### src/rtl/vmask_pkg.sv
package vmask_pkg;
    localparam int VEC_W       = 128;
    localparam int NUM_SIZES   = 4;
    localparam int SIZE_CODE_W = 3;
    localparam int SEL_W       = $clog2(NUM_SIZES);
    localparam int POS_W       = 8;
    localparam int IMM_W       = VEC_W / 8;
    localparam int BASE_ELEM_W = 8;

    typedef enum logic {
        MODE_BYTES = 1'b0,
        MODE_RANGE = 1'b1
    } mode_e;

    typedef struct packed {
        logic [VEC_W-1:0] result;
        logic             valid;
        logic             exc;
    } gen_state_t;
endpackage

### src/rtl/vmask_bytes.sv
module vmask_bytes #(
    parameter int VEC_W = 128
) (
    input  logic [VEC_W/8-1:0] lane_sel_i,
    output logic [VEC_W-1:0]   mask_o
);
    localparam int LANES = VEC_W / 8;

    // one select bit per byte lane, lane 0 is the least significant byte
    for (genvar lane = 0; lane < LANES; lane++) begin : g_lane
        assign mask_o[lane*8 +: 8] = {8{lane_sel_i[lane]}};
    end
endmodule

### src/rtl/vmask_range.sv
module vmask_range #(
    parameter int VEC_W  = 128,
    parameter int ELEM_W = 8,
    parameter int POS_W  = 8
) (
    input  logic [POS_W-1:0] first_i,
    input  logic [POS_W-1:0] last_i,
    output logic [VEC_W-1:0] mask_o
);
    localparam int IDX_W  = $clog2(ELEM_W);
    localparam int COPIES = VEC_W / ELEM_W;

    logic [IDX_W-1:0]  first_m;
    logic [IDX_W-1:0]  last_m;
    logic              no_wrap;
    logic [ELEM_W-1:0] elem;

    // element width is a power of two, so the modulo is a truncation
    assign first_m = first_i[IDX_W-1:0];
    assign last_m  = last_i[IDX_W-1:0];
    assign no_wrap = (first_m <= last_m);

    always_comb begin
        elem = '0;
        for (int p = 0; p < ELEM_W; p++) begin
            // position p counts from the element's most significant bit
            if (no_wrap) begin
                elem[ELEM_W-1-p] = (p >= int'(first_m)) && (p <= int'(last_m));
            end else begin
                elem[ELEM_W-1-p] = (p >= int'(first_m)) || (p <= int'(last_m));
            end
        end
    end

    for (genvar c = 0; c < COPIES; c++) begin : g_copy
        assign mask_o[c*ELEM_W +: ELEM_W] = elem;
    end
endmodule

### src/rtl/vmask_gen.sv
module vmask_gen
    import vmask_pkg::*;
(
    input  logic                   clk,
    input  logic                   rst_n,
    input  logic                   start_i,
    input  logic                   mode_i,
    input  logic [IMM_W-1:0]       imm_bytes_i,
    input  logic [POS_W-1:0]       pos_first_i,
    input  logic [POS_W-1:0]       pos_last_i,
    input  logic [SIZE_CODE_W-1:0] esize_i,
    output logic [VEC_W-1:0]       result_o,
    output logic                   valid_o,
    output logic                   exc_o
);
    logic [VEC_W-1:0] byte_mask;
    logic [VEC_W-1:0] range_mask [NUM_SIZES];
    logic [VEC_W-1:0] range_sel;
    logic             size_ok;
    mode_e            mode;
    gen_state_t       state_d;
    gen_state_t       state_q;

    vmask_bytes #(
        .VEC_W(VEC_W)
    ) u_bytes (
        .lane_sel_i(imm_bytes_i),
        .mask_o    (byte_mask)
    );

    // one range builder per legal element size, widths doubling from the base
    for (genvar s = 0; s < NUM_SIZES; s++) begin : g_size
        vmask_range #(
            .VEC_W (VEC_W),
            .ELEM_W(BASE_ELEM_W << s),
            .POS_W (POS_W)
        ) u_range (
            .first_i(pos_first_i),
            .last_i (pos_last_i),
            .mask_o (range_mask[s])
        );
    end

    assign mode      = mode_e'(mode_i);
    assign size_ok   = (esize_i < SIZE_CODE_W'(NUM_SIZES));
    assign range_sel = range_mask[esize_i[SEL_W-1:0]];

    always_comb begin
        state_d       = state_q;
        state_d.valid = 1'b0;
        state_d.exc   = 1'b0;
        if (start_i) begin
            if (mode == MODE_RANGE && !size_ok) begin
                state_d.exc = 1'b1;
            end else begin
                state_d.valid  = 1'b1;
                state_d.result = (mode == MODE_BYTES) ? byte_mask : range_sel;
            end
        end
    end

    always_ff @(posedge clk or negedge rst_n) begin
        if (!rst_n) begin
            state_q <= '0;
        end else begin
            state_q <= state_d;
        end
    end

    assign result_o = state_q.result;
    assign valid_o  = state_q.valid;
    assign exc_o    = state_q.exc;
endmodule

### config.mk
export PLATFORM = sky130hd
export DESIGN_NAME = vmask_gen
export DESIGN_NICKNAME = d
export VERILOG_FILES = /design/src/rtl/vmask_pkg.sv /design/src/rtl/vmask_bytes.sv /design/src/rtl/vmask_range.sv /design/src/rtl/vmask_gen.sv
export SDC_FILE = /design/constraint.sdc
export NUM_CORES = 1
export LEC_CHECK = 0
export BUFFER_PORTS_ARGS = -buffer_cell sky130_fd_sc_hd__buf_4
export CORE_UTILIZATION = 57
export DETAILED_ROUTE_END_ITERATION = 8
export PLACE_DENSITY = 0.85
export SYNTH_ARGS = -nofsm -noshare
export SYNTH_HDL_FRONTEND = slang
export SYNTH_SLANG_ARGS = --single-unit
### constraint.sdc
create_clock -name clk -period 1.6 [get_ports clk]
set_input_delay 0.24 -clock clk [delete_from_list [all_inputs] [get_ports clk]]
set_output_delay 0.24 -clock clk [all_outputs]
set_load 0.1 [all_outputs]
==> results.cfg, run 1 <==
[die]
starting_density_of_the_core_pct = 58.27
die_h_um = 126.4
floorplan.rows = 45
fp.dieW_um = 126.4
floorplan.io_pins = 169

[yosys]
synth_top_family_by_area = compound AO/OA/AOI/OAI gates
muxShareOfSynthArea_pct = 0.2410
synth_most_common_cell = nor2_1
ys_async_sr_fraction_pct = 100.0
synth.ff_latch_count = 130
synth_fa_ha_area_share_pct = 5.076
portion_of_the_post_synthesis_area_used_by_sequential_elements_pct = 36.86
synth_enable_flop_cells = 0
synth.largest_area_cell = dfrtp_1
mappedNetlistNets = 1185
synth_compound_area_share_pct = 31.31
syn-cell-area_um2 = 8825
synth_top_cells_by_area = dfrtp_1 37%, o21ai_0 7.7%, nor2_1 7.3%
xor_and_xnor_fraction_of_the_mapped_netlist_area_pct = 0
synth_flop_cell = dfrtp_1
synth_area_per_cell_um2 = 7.741
synth_top_cells_by_count = 171 x nor2_1, 153 x nand2_1, 135 x o21ai_0
yosys.area_share.simple_pct = 21.65
synth_cell_type_count = 76
synth_top_area_share_pct = 36.86
synth-warning-count = 0
synthCells = 1140

[clock_tree]
cts-htree-levels = 4
cts.path.max_buffers = 2
post-cts-setup-buffers = 55
cts-resized-gates = 405
clock-root-buffer = clkbuf_16
cts_hold_buf = 1
cts_inserted_buffers = 17
cts_sinks = 130

[placement]
gp_congestion = 1.260
io_buffer_count = 164
numPlacedInstances = 1704
dpl.hpwl_mm = 30.29

[outcome]
outcome = did not finish
run.stop_error = [ERROR DPL-0033] detailed placement checks failed during check placement.
stage_where_the_run_ended = clock tree synthesis (4_1_cts)
-- metrics by stage --
step / setup slack (ns) / instance area (µm²) / hold WS (ns)
after floorplan: -1.159 / 9024 / -0.05559
after global placement: -1.160 / 12440 / 0.1476
after detailed placement: -1.257 / 12440 / 0.1495
-- kinds of logic after synthesis --
family,Yosys count
and+or+nand+nor,442
AOI/OAI and AO/OA,417
DFF,130
muxes,2
buffers and inverters,106
adders and majority gates,43
==> run 2: changes to the inputs <==
--- a/config.mk
+++ b/config.mk
@@ -6,9 +6,9 @@
 export NUM_CORES = 1
 export LEC_CHECK = 0
 export BUFFER_PORTS_ARGS = -buffer_cell sky130_fd_sc_hd__buf_4
-export CORE_UTILIZATION = 57
+export CORE_UTILIZATION = 40
 export DETAILED_ROUTE_END_ITERATION = 8
-export PLACE_DENSITY = 0.85
+export PLACE_DENSITY_LB_ADDON = 0.15
 export SYNTH_ARGS = -nofsm -noshare
 export SYNTH_HDL_FRONTEND = slang
 export SYNTH_SLANG_ARGS = --single-unit
==> run 2 against run 1 <==
  * The flow now finishes, with violations (setup timing)
  * Area after synthesis is the same
  * Synthesized cell count is the same
==> results.cfg, run 2 <==
[cells_and_area]
layout_common_cells = 453 x buf_4, 145 x nor2_1, 141 x nand2_1
final_area_um2 = 16000
layout.cells.most_common = buf_4
largest_register_ffs = 128
finalNetCount = 1662
n_fill_cell = 1607
layout-area-overhead-vs-synth_pct = 81.27
num_antenna_cells = 0
layout-drive-gt1-share_pct = 53.74

[timing]
final.period_utilization_pct = 145.8
finalHoldViolCount = 0
period_needed_ns = 2.332
slew_headroom_pct = 32.41
clock_skew_ns = 0
post-route-worst-setup-slack_ns = -0.7323
total_count_of_max_transition_violations_in_the_final_report = 0
tightestPinTransition_ns = 1.003
rsz0062_at_grt = yes
setup-violations-final = 128
fmax_mhz = 428.8

[placement]
placed_area_um2 = 12730
io_buffer_count = 164
dpl.hpwl_mm = 33.06
gp_congestion = 1.028

[power]
seqPwrFrac_pct = 22.3
vdd_ir_drop_max_v = 0.0007223
total_power_mw = 18.66
power_switching_mw = 9.107
static-leakage-power_nw = 6.917
combinationalPowerShare_pct = 54.9
internal_power_mw = 9.550
powerDensity_nw_per_um2 = 1166
power.switching_fraction_pct = 48.81
power.clock.fraction_pct = 22.8

[yosys]
synth_top_area_share_pct = 36.86
synth.largest_area_cell = dfrtp_1
synth_area_per_cell_um2 = 7.741
ys_async_sr_fraction_pct = 100.0
synth_top_cells_by_area = dfrtp_1 37%, o21ai_0 7.7%, nor2_1 7.3%
synth_flop_cell = dfrtp_1
synth_cell_type_count = 76
syn-cell-area_um2 = 8825
synth.ff_latch_count = 130
synth_top_cells_by_count = 171 x nor2_1, 153 x nand2_1, 135 x o21ai_0
synthCells = 1140
mappedNetlistNets = 1185
synth_most_common_cell = nor2_1
synth-warning-count = 0
portion_of_the_post_synthesis_area_used_by_sequential_elements_pct = 36.86
synth_enable_flop_cells = 0

[critical_path]
path_max_fanout = 8
critical_path.slowest_cell = o21ai_0
cp.buffers_inverters = 3
critPathMostFrequentCell = buf_4
r2r_start = result_o[40]
worstSetupPathType = in -> reg
critical-path-top-delay-family = compound AO/OA/AOI/OAI gates
worst-endpoint-required_ns = 1.95
worst_r2r_path_depth = 2
r2r_setup_slack_ns = 0.71
worstSetupEndpointType = register
critical_path.startpoint_type = input port
critPathMaxStageDelay_ns = 0.47
worst_r2r_endpoint = result_o[40]
crit_arrival_ns = 2.68
worst_path_cell_trace = buf_4 -> buf_4 -> buf_4 -> or2_2 -> nor3_1 -> o21ai_0 -> a32o_1 -> a32o_2 -> o21ai_1

[clock_tree]
cts_sinks = 130
cts_inserted_buffers = 17
cts-htree-levels = 4
tritoncts = built
clock-root-buffer = clkbuf_16
cts.path.max_buffers = 2
worstSkewPairLatency_ns = 0.41
clkSlewWorstSetupHoldPaths_ns = 0.07

[die]
die_area_um2 = 22660
fp.dieW_um = 150.5
starting_density_of_the_core_pct = 41.33
floorplan.rows = 53
die_h_um = 150.5
floorplan.io_pins = 169
floorplan.core_area_um2 = 21350

[drt]
drc_errors = 0
ant_nets = 0
initialDrtViolationCount = 1227
number_of_vias_after_detailed_routing = 11920
avgViaCountPerCell = 6.259
drt-total-wl_mm = 47.42
routed_wire_length_per_instance_um = 24.89
first_pass_iters = 6

[global_route]
maximum_number_of_pins_on_one_net_before_global_route_repair = 56
vias_in_the_first_global_route = 11350
grt_pass1_wl_mm = 68.03
grt.overflow.total = 0
antenna_found_initial = 1
overall_track_demand_over_capacity_in_global_routing_pct = 40.76

[worst_hold_path]
worst_hold_path_startpoint = imm_bytes_i[11]
worstHoldEndpoint = result_o[95]
hold_path_depth = 3
worstHoldPathType = in -> reg

[outcome]
violations = setup timing
outcome = finished, violations left

[run]
max-cap-violations = 0
[run 2: cell counts after synthesis]
No cell type changed its count.
[run 2: area by class of cell]
class	count	area (µm²)	area share, %
clock buffer	18	439.2	2.745
clock inverter	14	191.4	1.197
inverter	13	61.31	0.3833
multi-input combinational	904	6930	43.32
sequential	130	3253	20.34
tap	275	344.1	2.151
timing repair buffer	551	4777	29.86
[run 2: per-layer routing]
layer / wire (µm) / vias to the layer above / global-route usage [%]
met5: 13 / - / 0
li1: - / 5145 / -
met3: 4898 / 212 / 9.182
met2: 21460 / 815 / 64.52
met1: 18340 / 5749 / 51.98
met4: 2703 / 2 / 20.61
[run 2: repair_timing]
action                                  CTS  global route
gates resized for setup                 310           198
hold buffers                              1             0
setup buffers                            44            38
gates cloned                              5             0
endpoints found under the setup margin  128           128
pin swaps                               134           133
hold endpoints to repair                 22             0
[run 2: how the worst max path moves through the flow]
stage              startpoint            end  slack [ns]  cells after the start
2_1_floorplan   pos_last_i[1]  result_o[102]       -1.16                     12
3_3_place_gp    pos_last_i[2]    result_o[7]       -1.36                     14
3_5_place_dp    pos_last_i[2]    result_o[9]       -1.32                     13
4_1_cts         pos_last_i[2]   result_o[89]       -0.67                     17
5_1_grt         pos_last_i[1]  result_o[124]       -0.75                     15
6_report       pos_first_i[3]  result_o[121]       -0.73                      9
[run 2: power groups by stage]
| stage | clock (mW) | sequential, mW | combinational, mW |
|---|---|---|---|
| 3_3_place_gp | 0 | 4.21 | 8.48 |
| 5_1_grt | 4.40 | 4.22 | 10.6 |
| 3_5_place_dp | 0 | 4.20 | 8.52 |
| 2_1_floorplan | 0 | 8.07 | 1.87 |
| 4_1_cts | 4.26 | 4.16 | 9.47 |
| 6_report | 4.26 | 4.16 | 10.2 |
[run 2: worst min-delay path: cells and delay by family]
family | cells | cell delay (ns)
buf+inv | 1 | 0.09
simple gates | 1 | 0.03
compound gates | 1 | 0.10
[run 2: per-stage QoR]
step | setup TNS (ns) | setup slack (ns) | hold slack (ns) | cells | util (%)
floorplan | -122.17 | -1.159 | -0.05559 | 1140 | -
global placement | -144.59 | -1.363 | 0.1741 | 1817 | 59.62
detailed placement | -147.28 | -1.321 | 0.1791 | 1817 | 59.62
CTS | -66.39 | -0.6734 | 0.07552 | 1885 | 69.99
global route | -77.77 | -0.7515 | 0.08105 | 1905 | 74.91
finish | -72.56 | -0.7323 | 0.07763 | 1905 | 74.91
[run 2: logic make-up after synthesis]
logic type	share of synthesized area, %
AND/OR/NAND/NOR	21.65
flip-flops	36.86
adder cells (fa/ha/maj)	5.076
AO/OA/AOI/OAI	31.31
buffers and inverters	4.863
multiplexers	0.2410
Power figures use the tool's default switching activity.
